`config.mk`:
```
export PLATFORM = sky130hd
export DESIGN_NAME = cfp_adder
export DESIGN_NICKNAME = d
export VERILOG_FILES = /design/src/rtl/cfp_add_pkg.sv /design/src/rtl/cfp_stage_reg.sv /design/src/rtl/cfp_add_decode.sv /design/src/rtl/cfp_add_align.sv /design/src/rtl/cfp_add_normalize.sv /design/src/rtl/cfp_add_pack.sv /design/src/rtl/cfp_adder.sv
export SDC_FILE = /design/constraint.sdc
export NUM_CORES = 1
export LEC_CHECK = 0
export BUFFER_PORTS_ARGS = -buffer_cell sky130_fd_sc_hd__buf_2
export CAP_MARGIN = 20
export CORE_ASPECT_RATIO = 1.4
export CORE_MARGIN = 5
export CORE_UTILIZATION = 59
export DETAILED_ROUTE_END_ITERATION = 6
export PLACE_DENSITY = 0.8
export REMOVE_ABC_BUFFERS = 1
export SYNTH_ARGS = -nofsm -noshare
export SYNTH_HDL_FRONTEND = slang
export SYNTH_SLANG_ARGS = --single-unit
```
`constraint.sdc`:
```
create_clock -name vclk -period 32
set_clock_uncertainty 0.05 [all_clocks]
set_input_delay 4.8 -clock vclk [all_inputs]
set_output_delay 4.8 -clock vclk [all_outputs]
set_load 0.01 [all_outputs]
```
`src/rtl/cfp_add_pkg.sv`:
```
package cfp_add_pkg;

    // Special-case outcome decided at decode and carried down the pipe.
    typedef enum logic [1:0] {
        SPC_NONE  = 2'd0,   // ordinary finite arithmetic
        SPC_INF   = 2'd1,   // result is an infinity
        SPC_CLASH = 2'd2    // opposite infinities met
    } spc_e;

endpackage

```
`src/rtl/cfp_stage_reg.sv`:
```
module cfp_stage_reg #(
    parameter int DW = 8,
    parameter int EN = 1
) (
    input  logic          clk,
    input  logic          rst_n,
    input  logic          d_vld,
    input  logic [DW-1:0] d,
    output logic          q_vld,
    output logic [DW-1:0] q
);

    generate
        if (EN != 0) begin : g_reg
            always_ff @(posedge clk or negedge rst_n) begin
                if (!rst_n) begin
                    q_vld <= 1'b0;
                    q     <= '0;
                end else begin
                    q_vld <= d_vld;
                    q     <= d;
                end
            end
        end else begin : g_wire
            logic unused_clk;
            assign unused_clk = clk ^ rst_n;
            assign q_vld = d_vld;
            assign q     = d;
        end
    endgenerate

endmodule

```
`src/rtl/cfp_add_decode.sv`:
```
module cfp_add_decode
    import cfp_add_pkg::*;
#(
    parameter int WEXP = 6,
    parameter int WMAN = 18
) (
    input  logic [WEXP+WMAN-1:0] opa,
    input  logic [WEXP+WMAN-1:0] opb,
    input  logic                 sub,
    output logic                 lg_sign,
    output logic                 sm_sign,
    output logic [WEXP-1:0]      lg_exp,
    output logic [WEXP-1:0]      shift,
    output logic [WMAN-1:0]      lg_sig,
    output logic [WMAN-1:0]      sm_sig,
    output spc_e                 spc,
    output logic                 spc_sign
);

    localparam int W = WEXP + WMAN;

    logic            sa, sb, za, zb, ia, ib, swap;
    logic [WEXP-1:0] ea, eb, sm_exp;
    logic [W-2:0]    ka, kb;
    logic [WMAN-1:0] ga, gb;

    always_comb begin
        sa = opa[W-1];
        sb = opb[W-1] ^ sub;
        ea = opa[W-2 -: WEXP];
        eb = opb[W-2 -: WEXP];
        za = (ea == '0);
        zb = (eb == '0);
        ia = &ea;
        ib = &eb;
        // magnitude keys: a zero exponent hides any fraction bits
        ka = za ? '0 : opa[W-2:0];
        kb = zb ? '0 : opb[W-2:0];
        ga = za ? '0 : {1'b1, opa[WMAN-2:0]};
        gb = zb ? '0 : {1'b1, opb[WMAN-2:0]};
        swap = (kb > ka);

        lg_sign = swap ? sb : sa;
        sm_sign = swap ? sa : sb;
        lg_exp  = swap ? eb : ea;
        sm_exp  = swap ? ea : eb;
        lg_sig  = swap ? gb : ga;
        sm_sig  = swap ? ga : gb;
        shift   = lg_exp - sm_exp;

        spc      = SPC_NONE;
        spc_sign = 1'b0;
        if (ia || ib) begin
            if (ia && ib && (sa != sb)) begin
                spc = SPC_CLASH;
            end else begin
                spc      = SPC_INF;
                spc_sign = ia ? sa : sb;
            end
        end
    end

endmodule

```
`src/rtl/cfp_add_align.sv`:
```
module cfp_add_align #(
    parameter int WEXP = 6,
    parameter int WMAN = 18
) (
    input  logic [WMAN-1:0] lg_sig,
    input  logic [WMAN-1:0] sm_sig,
    input  logic [WEXP-1:0] shift,
    output logic [WMAN+2:0] lg_ext,
    output logic [WMAN+2:0] sm_aln
);

    localparam int XW  = WMAN + 3;          // significand plus guard, round, sticky
    localparam int SHW = $clog2(XW + 1);

    logic [SHW-1:0] dcl;
    logic [XW-1:0]  sm_ext, lost;

    always_comb begin
        if (int'(shift) >= XW) dcl = SHW'(XW);
        else                   dcl = SHW'(shift);
        sm_ext = {sm_sig, 3'b000};
        lost   = sm_ext & ~({XW{1'b1}} << dcl);
        sm_aln = (sm_ext >> dcl) | XW'(|lost);
        lg_ext = {lg_sig, 3'b000};
    end

endmodule

```
`src/rtl/cfp_add_normalize.sv`:
```
module cfp_add_normalize #(
    parameter int WEXP = 6,
    parameter int WMAN = 18,
    parameter int EW   = 13
) (
    input  logic                 eff_sub,
    input  logic                 lg_sign,
    input  logic [WEXP-1:0]      lg_exp,
    input  logic [WMAN+2:0]      lg_ext,
    input  logic [WMAN+2:0]      sm_aln,
    output logic                 n_sign,
    output logic signed [EW-1:0] n_exp,
    output logic [WMAN+2:0]      n_sig
);

    localparam int XW  = WMAN + 3;
    localparam int LZW = $clog2(XW + 1);

    logic [XW:0]          sum;
    logic [LZW-1:0]       lz;
    logic                 found;
    logic signed [EW-1:0] ex0;

    always_comb begin
        sum = eff_sub ? ({1'b0, lg_ext} - {1'b0, sm_aln})
                      : ({1'b0, lg_ext} + {1'b0, sm_aln});
        lz    = '0;
        found = 1'b0;
        for (int i = XW - 1; i >= 0; i--) begin
            if (!found) begin
                if (sum[i]) found = 1'b1;
                else        lz    = lz + LZW'(1);
            end
        end
        ex0    = EW'(lg_exp);
        n_sign = lg_sign;
        if (sum[XW]) begin
            n_sig = {sum[XW:2], sum[1] | sum[0]};
            n_exp = ex0 + EW'(1);
        end else begin
            n_sig = sum[XW-1:0] << lz;
            n_exp = ex0 - EW'(lz);
        end
    end

endmodule

```
`src/rtl/cfp_add_pack.sv`:
```
module cfp_add_pack
    import cfp_add_pkg::*;
#(
    parameter int WEXP = 6,
    parameter int WMAN = 18,
    parameter int EW   = 13
) (
    input  logic                 n_sign,
    input  logic signed [EW-1:0] n_exp,
    input  logic [WMAN+2:0]      n_sig,
    input  spc_e                 spc,
    input  logic                 spc_sign,
    output logic [WEXP+WMAN-1:0] res,
    output logic                 err
);

    localparam int EMAX = (1 << WEXP) - 1;

    logic [WMAN-1:0]      mant;
    logic [WMAN-2:0]      frac;
    logic                 up, cy, hid;
    logic signed [EW-1:0] ef;

    always_comb begin
        mant      = n_sig[WMAN+2:3];
        hid       = mant[WMAN-1];
        up        = n_sig[2] & (n_sig[1] | n_sig[0] | mant[0]);
        {cy, frac} = {1'b0, mant[WMAN-2:0]} + WMAN'(up);
        ef        = n_exp + EW'(cy);

        res = '0;
        err = 1'b0;
        unique case (spc)
            SPC_INF:   res = {spc_sign, {WEXP{1'b1}}, {(WMAN-1){1'b0}}};
            SPC_CLASH: err = 1'b1;
            default: begin
                if (!hid || n_exp < 0) begin
                    res = '0;
                end else if (n_exp == 0) begin
                    res = {n_sign, WEXP'(1), {(WMAN-1){1'b0}}};
                end else if (ef >= EW'(EMAX)) begin
                    res = {n_sign, {WEXP{1'b1}}, {(WMAN-1){1'b0}}};
                    err = 1'b1;
                end else begin
                    res = {n_sign, ef[WEXP-1:0], frac};
                end
            end
        endcase
    end

endmodule

```
`src/rtl/cfp_adder.sv`:
```
module cfp_adder
    import cfp_add_pkg::*;
#(
    parameter int WEXP    = 6,
    parameter int WMAN    = 18,
    parameter int STG_DEC = 0,
    parameter int STG_ALN = 0,
    parameter int STG_NRM = 0,
    parameter int STG_PCK = 0,
    parameter int STG_OUT = 0
) (
    input  logic                 clk,
    input  logic                 rst_n,
    input  logic                 i_vld,
    input  logic                 i_sub,
    input  logic [WEXP+WMAN-1:0] i_a,
    input  logic [WEXP+WMAN-1:0] i_b,
    output logic                 o_vld,
    output logic [WEXP+WMAN-1:0] o_res,
    output logic                 o_err
);

    localparam int W   = WEXP + WMAN;
    localparam int XW  = WMAN + 3;
    localparam int EW  = WEXP + $clog2(WMAN + 4) + 2;
    localparam int LAT = STG_DEC + STG_ALN + STG_NRM + STG_PCK + STG_OUT;
    localparam int DW  = 2 + 2 * WEXP + 2 * WMAN + 3;
    localparam int AW  = 2 + WEXP + 2 * XW + 3;
    localparam int NW  = 1 + EW + XW + 3;
    localparam int PW  = W + 1;

    // ---- decode ----
    logic            d_lgs, d_sms, d_spcs;
    logic [WEXP-1:0] d_lge, d_shift;
    logic [WMAN-1:0] d_lgsig, d_smsig;
    spc_e            d_spc;

    cfp_add_decode #(.WEXP(WEXP), .WMAN(WMAN)) u_dec (
        .opa(i_a), .opb(i_b), .sub(i_sub),
        .lg_sign(d_lgs), .sm_sign(d_sms), .lg_exp(d_lge), .shift(d_shift),
        .lg_sig(d_lgsig), .sm_sig(d_smsig), .spc(d_spc), .spc_sign(d_spcs)
    );

    logic          x_vld;
    logic [DW-1:0] x_bus;
    cfp_stage_reg #(.DW(DW), .EN(STG_DEC)) u_r_dec (
        .clk(clk), .rst_n(rst_n), .d_vld(i_vld),
        .d({d_lgs, d_sms, d_lge, d_shift, d_lgsig, d_smsig, d_spc, d_spcs}),
        .q_vld(x_vld), .q(x_bus)
    );

    logic            x_lgs, x_sms, x_spcs;
    logic [WEXP-1:0] x_lge, x_shift;
    logic [WMAN-1:0] x_lgsig, x_smsig;
    logic [1:0]      x_spc;
    assign {x_lgs, x_sms, x_lge, x_shift, x_lgsig, x_smsig, x_spc, x_spcs} = x_bus;

    // ---- align ----
    logic [XW-1:0] a_lgext, a_smaln;
    cfp_add_align #(.WEXP(WEXP), .WMAN(WMAN)) u_aln (
        .lg_sig(x_lgsig), .sm_sig(x_smsig), .shift(x_shift),
        .lg_ext(a_lgext), .sm_aln(a_smaln)
    );

    logic          y_vld;
    logic [AW-1:0] y_bus;
    cfp_stage_reg #(.DW(AW), .EN(STG_ALN)) u_r_aln (
        .clk(clk), .rst_n(rst_n), .d_vld(x_vld),
        .d({x_lgs, x_lgs ^ x_sms, x_lge, a_lgext, a_smaln, x_spc, x_spcs}),
        .q_vld(y_vld), .q(y_bus)
    );

    logic            y_lgs, y_effsub, y_spcs;
    logic [WEXP-1:0] y_lge;
    logic [XW-1:0]   y_lgext, y_smaln;
    logic [1:0]      y_spc;
    assign {y_lgs, y_effsub, y_lge, y_lgext, y_smaln, y_spc, y_spcs} = y_bus;

    // ---- add and normalise ----
    logic                 n_sign;
    logic signed [EW-1:0] n_exp;
    logic [XW-1:0]        n_sig;
    cfp_add_normalize #(.WEXP(WEXP), .WMAN(WMAN), .EW(EW)) u_nrm (
        .eff_sub(y_effsub), .lg_sign(y_lgs), .lg_exp(y_lge),
        .lg_ext(y_lgext), .sm_aln(y_smaln),
        .n_sign(n_sign), .n_exp(n_exp), .n_sig(n_sig)
    );

    logic          z_vld;
    logic [NW-1:0] z_bus;
    cfp_stage_reg #(.DW(NW), .EN(STG_NRM)) u_r_nrm (
        .clk(clk), .rst_n(rst_n), .d_vld(y_vld),
        .d({n_sign, n_exp, n_sig, y_spc, y_spcs}),
        .q_vld(z_vld), .q(z_bus)
    );

    logic          z_sign, z_spcs;
    logic [EW-1:0] z_exp;
    logic [XW-1:0] z_sig;
    logic [1:0]    z_spc;
    assign {z_sign, z_exp, z_sig, z_spc, z_spcs} = z_bus;

    // ---- round and pack ----
    logic [W-1:0] p_res;
    logic         p_err;
    cfp_add_pack #(.WEXP(WEXP), .WMAN(WMAN), .EW(EW)) u_pck (
        .n_sign(z_sign), .n_exp(signed'(z_exp)), .n_sig(z_sig),
        .spc(spc_e'(z_spc)), .spc_sign(z_spcs),
        .res(p_res), .err(p_err)
    );

    logic          w_vld;
    logic [PW-1:0] w_bus;
    cfp_stage_reg #(.DW(PW), .EN(STG_PCK)) u_r_pck (
        .clk(clk), .rst_n(rst_n), .d_vld(z_vld), .d({p_res, p_err}),
        .q_vld(w_vld), .q(w_bus)
    );

    logic [PW-1:0] o_bus;
    cfp_stage_reg #(.DW(PW), .EN(STG_OUT)) u_r_out (
        .clk(clk), .rst_n(rst_n), .d_vld(w_vld), .d(w_bus),
        .q_vld(o_vld), .q(o_bus)
    );
    assign {o_res, o_err} = o_bus;

    // ---- assertions ----
    logic [2:0] since_rst;
    always_ff @(posedge clk or negedge rst_n) begin
        if (!rst_n)              since_rst <= '0;
        else if (since_rst != 3'd7) since_rst <= since_rst + 3'd1;
    end


    sub_order_chk: assert property (@(posedge clk) disable iff (!rst_n)
        (y_vld && y_effsub && y_spc == SPC_NONE) |-> (y_lgext >= y_smaln));


    no_negzero_chk: assert property (@(posedge clk) disable iff (!rst_n)
        (o_vld && o_res[W-2 -: WEXP] == '0) |-> (o_res == '0));


    inf_frac_chk: assert property (@(posedge clk) disable iff (!rst_n)
        (o_vld && (&o_res[W-2 -: WEXP])) |-> (o_res[WMAN-2:0] == '0));


    err_kind_chk: assert property (@(posedge clk) disable iff (!rst_n)
        (o_vld && o_err) |-> ((&o_res[W-2 -: WEXP]) || o_res == '0));

    generate
        if (LAT > 0) begin : g_lat

            lat_match_chk: assert property (@(posedge clk) disable iff (!rst_n)
                (since_rst >= 3'(LAT)) |-> (o_vld == $past(i_vld, LAT)));
        end else begin : g_lat0

            lat_comb_chk: assert property (@(posedge clk) disable iff (!rst_n)
                o_vld == i_vld);
        end
    endgenerate

endmodule

```
## Word level (Yosys, flattened, before mapping)

Index checks and enable logic that the tools add are counted.

- Logic and storage cells: 164
- Bits in registers: 0

- Order comparisons: 4
- Bitwise gates (word level): 9
- Reductions and logical operators: 11
- Shift operators: 3
- Add/sub/neg operators: 27
- Equal/unequal tests: 3
- Mux-type cells: 107

Operators by type and width:

| kind | count |
|---|---|
| $mux W5 | 41 |
| $add A5 B1 Y5 const B | 19 |
| $mux W23 | 4 |
| $mux W18 | 4 |
| $mux W1 | 48 |
| $pmux W24 S2 | 1 |
| $logic_not A32 Y1 | 1 |
| $mux W24 | 1 |
| $gt A23 B23 Y1 | 1 |
| $add A21 B21 Y22 | 1 |
| $mux W22 | 1 |
| $sub A21 B21 Y22 | 1 |
| $and A21 B21 Y21 | 1 |
| $mux W21 | 1 |
| $not A21 Y21 | 1 |
| $or A21 B1 Y21 | 1 |
| $reduce_or A21 Y1 | 1 |
| $shl A21 B5 Y21 | 1 |
| $shl A21 B5 Y21 const A | 1 |
| $shr A21 B5 Y21 | 1 |
| $add A17 B1 Y18 | 1 |
| $add A13 B1 Y13 | 1 |
| $ge A13 B7 Y1 const B | 1 |
| $lt A13 B1 Y1 const B | 1 |
| other kinds (20) | 29 |

## Depth between registers and ports, before layout

- Depth in word-level cells: 87
- Gate-level depth with buffers: 143
- Depth with buffers taken out: 129

## Cells and area by module

Synthesis repeated with hierarchy kept, for this count alone.

- Cell total of the unflattened synthesis: 1,706
- Area, all modules: 11,522.3 um^2

Modules (own cells, without submodules):

| module | cells each | seq. area each (um^2) | times used | area an instance (um^2) |
|---|---|---|---|---|
| cfp_add_normalize | 841 | 0.0 | 1 | 5,672.9 |
| cfp_add_decode | 304 | 0.0 | 1 | 1,751.7 |
| cfp_add_align | 221 | 0.0 | 1 | 1,575.3 |
| cfp_add_pack | 140 | 0.0 | 1 | 1,019.7 |
| cfp_stage_reg at u_r_aln ... | 54 | 0.0 | 2 | 405.4 |
| cfp_stage_reg at u_r_out ... | 26 | 0.0 | 2 | 195.2 |
| cfp_stage_reg at u_r_nrm | 39 | 0.0 | 1 | 292.8 |
| cfp_adder | 1 | 0.0 | 1 | 8.8 |

## Least setup slack after synthesis

Ideal clock, no wire load.

- Path kind: input-to-output
- From: input i_a[20]
- To: output o_res[10]
- Stages: 134
- Data required time: 27.150 ns
- Slack: -1.773 ns
- Arrival time: 28.923 ns
- Cells stage by stage: buf_6 > inv_1 > nand3_1 > clkbuf_1 > clkbuf_1 > nand2_1 > ha_1 > nand4_4 > nor3_1 > a211o_2 > nor3_1 > buf_6 > nor2_2 > clkbuf_1 > clkbuf_1 > buf_1 > mux2i_1 > ha_1 > [... 98 more ...] > mux2i_1 > nor3b_1 > a21oi_1 > or4_1 > buf_4 > nor3_1 > nand3_1 > nor2_1 > ha_1 > ha_1 > nor4bb_1 > o211ai_1 > nand2_1 > a41o_1 > or3_1 > buf_4 > buf_6 > nor2_1

- Cells in the longest elaborated chain, start to end: 87
- Elaborated cells on any way between the ends: 151

RTL lines:

| what | line | text |
|---|---|---|
| start: declaration | cfp_adder.sv:16 | `input logic [WEXP+WMAN-1:0] i_a,` |
| $logic_not A6 Y1 | cfp_add_decode.sv:32 | `za = (ea == '0);` |
| $mux W23 | cfp_add_decode.sv:37 | `ka = za ? '0 : opa[W-2:0];` |
| $gt A23 B23 Y1 | cfp_add_decode.sv:41 | `swap = (kb > ka);` |
| $mux W6 (on tied branches) | cfp_add_decode.sv:45, cfp_add_decode.sv:46 |  |
| $sub A6 B6 Y6 | cfp_add_decode.sv:49 | `shift = lg_exp - sm_exp;` |
| $ge A6 B5 Y1 | cfp_add_align.sv:19 | `if (int'(shift) >= XW) dcl = SHW'(XW);` |
| $mux W5 | cfp_add_align.sv:19 |  |
| $shl A21 B5 Y21 | cfp_add_align.sv:22 | `lost = sm_ext & ~({XW{1'b1}} << dcl);` |
| [... 71 more ...] | n/a |  |
| $and A1 B1 Y1 | cfp_add_pack.sv:27 | `up = n_sig[2] & (n_sig[1] \| n_sig[0] \| mant[0]);` |
| $add A17 B1 Y18 | cfp_add_pack.sv:28 | `{cy, frac} = {1'b0, mant[WMAN-2:0]} + WMAN'(up);` |
| $add A13 B1 Y13 | cfp_add_pack.sv:29 | `ef = n_exp + EW'(cy);` |
| $ge A13 B7 Y1 | cfp_add_pack.sv:41 | `end else if (ef >= EW'(EMAX)) begin` |
| $mux W23 | cfp_add_pack.sv:41 |  |
| $mux W23 | cfp_add_pack.sv:39 | `end else if (n_exp == 0) begin` |
| $mux W24 | cfp_add_pack.sv:37 | `if (!hid \|\| n_exp < 0) begin` |
| $pmux W24 S2 (*) | cfp_add_pack.sv:33 | `unique case (spc)` |
| end: declaration | cfp_adder.sv:19 | `output logic [WEXP+WMAN-1:0] o_res,` |

Mark *: on every way between the ends. The rest lies on a longest branch, timed or not.

## Final worst setup path

- From: input i_b[17]
- To: output o_res[13]

- Cells in the longest elaborated chain, start to end: 87
- Elaborated cells on any way between the ends: 151

RTL lines:

| what | line | text |
|---|---|---|
| start: declaration | cfp_adder.sv:17 | `input logic [WEXP+WMAN-1:0] i_b,` |
| $logic_not A6 Y1 | cfp_add_decode.sv:33 | `zb = (eb == '0);` |
| $mux W23 | cfp_add_decode.sv:38 | `kb = zb ? '0 : opb[W-2:0];` |
| $gt A23 B23 Y1 | cfp_add_decode.sv:41 |  |
| $mux W6 (on tied branches) | cfp_add_decode.sv:45, cfp_add_decode.sv:46 |  |
| $sub A6 B6 Y6 | cfp_add_decode.sv:49 |  |
| $ge A6 B5 Y1 | cfp_add_align.sv:19 |  |
| $mux W5 | cfp_add_align.sv:19 |  |
| $shl A21 B5 Y21 | cfp_add_align.sv:22 |  |
| [... 71 more ...] | n/a |  |
| $and A1 B1 Y1 | cfp_add_pack.sv:27 |  |
| $add A17 B1 Y18 | cfp_add_pack.sv:28 |  |
| $add A13 B1 Y13 | cfp_add_pack.sv:29 |  |
| $ge A13 B7 Y1 | cfp_add_pack.sv:41 |  |
| $mux W23 | cfp_add_pack.sv:41 |  |
| $mux W23 | cfp_add_pack.sv:39 |  |
| $mux W24 | cfp_add_pack.sv:37 |  |
| $pmux W24 S2 (*) | cfp_add_pack.sv:33 |  |

Marks and branches as above.

==> flow_summary.ini <==
[status]
status = finished with violations
violations = DRC, setup timing

[timing]
final_max_slew_viol_count = 0
max_slew_margin = 0.247
worst_pin_slew_ns = 1.12
rsz0062_at_grt = true
setup_tns_ns = -6.64
setup_ws_ns = -0.303
hold_violations = 0
finalCriticalPeriod_ns = 32.30
setup_violations = 24
max_freq_ghz = 0.0310
fin_crit_sh = 1.01
hold_ws_ns = 9.55

[floorplanning]
die_h_um = 176
row_count = 60
core_area_sq_um = 19300
dieArea_sq_um = 22700
ioPinCount = 78
die_x_um = 129
initial_core_util = 0.603

[logic_synthesis]
synth_top_family_by_area = compound AO/OA/AOI/OAI gates
synthMuxAreaShare = 0.0695
yosys.area_share.simple = 0.330
syn_avg_cell_area_sq_um = 6.48
syn_area_sq_um = 11600
yosysTopAreaCell = ha_1
synth_top_area_share = 0.0946
synth_common_cells = 221 x nand2_1, 183 x nor2_1, 147 x a21oi_1
yosys-top-cells-area = ha_1 9.5%, nand2_1 7.1%, a21oi_1 6.3%, nor2_1 5.9%, o21ai_0 5.7%
ys_warn_count = 0
ys_types = 127
yosysMostFrequentCell = nand2_1
yosys.area_share.adder = 0.102
synth_compound_area_frac = 0.344
synth_xor_area_frac = 0.0686
ys_seq_area_frac = 0
syn_inst = 1796

[drt]
drtIter0Drc = 1633
ant_nets = 0
wirelength_mm = 51.4
drc = 1
vias_per_cell = 6.72
route.vias.total = 16386
wl_per_cell_um = 21.1
first_pass_iters = 7

[worst_setup_path]
crit_fanout = 6
cp_slowest_stage_delay_ns = 0.58
worstPathRequired_ns = 27.15
cp-end-kind = primary output
cp.arrival_ns = 27.45
path_common_cell = ha_1
worst_setup_path_start_kind = input pin
crit_type = input pin to primary output
slowest_stage = or4_4

[power_and_ir_drop]
p_int_w = 0.000409
leakage_nw = 7.23
p_switching_w = 0.000529
pwr-share-seq = 0
swShare = 0.564
p_per_area_nw_per_um2 = 58.8
vdd_ir_drop_max_mv = 0.0424
pwr-share-comb = 1.000
power.share.clock = 0

[hold_path]
hold_path.class = input pin to primary output

[global_route]
grt_pass1_vias = 15435
grt_use_total = 0.411
use_met2 = 0.735
grt_remaining_overflow = 0
gr-max-usage-layer = met2
grt_start_max_net_pins = 55
use_met3 = 0.0430
grt_antenna_before_repair = 0
grt_use_met1 = 0.428
grt_pass1_wl_mm = 77.1

[layout]
layout.nets = 2336
area.growth.synth_to_final_pct = 37.2
drive_above_1_share = 0.349
clkbuf_count = 0
regArea_sq_um = 0
antennaDiodeCount = 0
seq_cells = 0
final_cells = 2440

[placement]
place.gp.congestion = 1.06
placed_cells = 2375
hpwl_mm = 38.3
io_buffers = 74

[run]
drv_cap = 0
what timing repair did:
item,in CTS,in global routing
hold buffers,0,0
setup endpoints to repair,24,25
cloned,3,0
gates resized for setup,131,107
pin swaps,101,94
setup buffers,40,23
power by group through the flow:
| stage | logic (W) | registers (W) | clock network (W) |
|---|---|---|---|
| after floorplan | 0.000455 | 0 | 0 |
| after global placement | 0.000772 | 0 | 0 |
| after detailed placement | 0.000785 | 0 | 0 |
| after CTS | 0.000845 | 0 | 0 |
| after global routing | 0.000993 | 0 | 0 |
| final | 0.000938 | 0 | 0 |
metal layers:
metal,vias up,routed length (um)
li1,7474,-
met1,7484,17400
met2,1062,25100
met3,366,3540
met4,0,5350
met5,-,0
logic make-up (layout without fill, tap and decap cells):
group | after synthesis | count (layout)
simple gates | 755 | 755
compound gates | 586 | 586
buf+inv | 207 | 603
fa+ha+maj | 94 | 94
xor+xnor | 78 | 78
mux | 76 | 76
layout by cell type (no fill, tap or decap), types with 19 or more instances in the layout:
cell type and n:
o211ai_1 37, buf_2 72, nor3_1 40, mux2i_1 55
nand2_1 208, nand4_1 24, nand3_1 66, ha_1 66
buf_4 419, o21ai_0 102, and3_1 25, a21oi_2 23
xnor2_1 45, inv_1 75, a21oi_1 123, o21ai_1 29
a211oi_1 19, a21o_1 21, nor4_1 27, and2_1 22
nor2_1 171
worst max-delay path, delay by kind of cell:
kind | cells | cell delay, ns
muxes | 9 | 1.82
AOI/OAI and AO/OA | 42 | 6.12
xor gates and xnor gates | 3 | 0.59
and+or+nand+nor | 42 | 6.50
adders and majority gates | 22 | 5.98
buffers and inverters | 14 | 1.61
path summary, 6_finish.rpt:
kind                     from         to  slack, ns  cells past startpoint
worst max-delay path  i_b[17]  o_res[13]      -0.30                    132
worst min-delay path    i_vld      o_vld       9.55                      0
cell type report:
type / instances / area [sq um]
Fill cell: 1294 / 3320
Inverter: 93 / 357
Multi-Input combinational cell: 1589 / 11500
Tap cell: 248 / 310
Timing Repair Buffer: 510 / 3750
through the flow:
stage | util | total power (W) | setup WS, ns | cell area [sq um]
2_1_floorplan | - | 0.000455 | -3.63 | 11000
3_3_place_gp | 0.753 | 0.000772 | -0.645 | 14500
3_5_place_dp | 0.753 | 0.000785 | -1.21 | 14500
4_1_cts | 0.798 | 0.000845 | 0.00673 | 15400
5_1_grt | 0.828 | 0.000993 | -1.31 | 16000
6_report | 0.828 | 0.000938 | -0.303 | 16000
No activity file was read; power rests on OpenSTA's default activity.
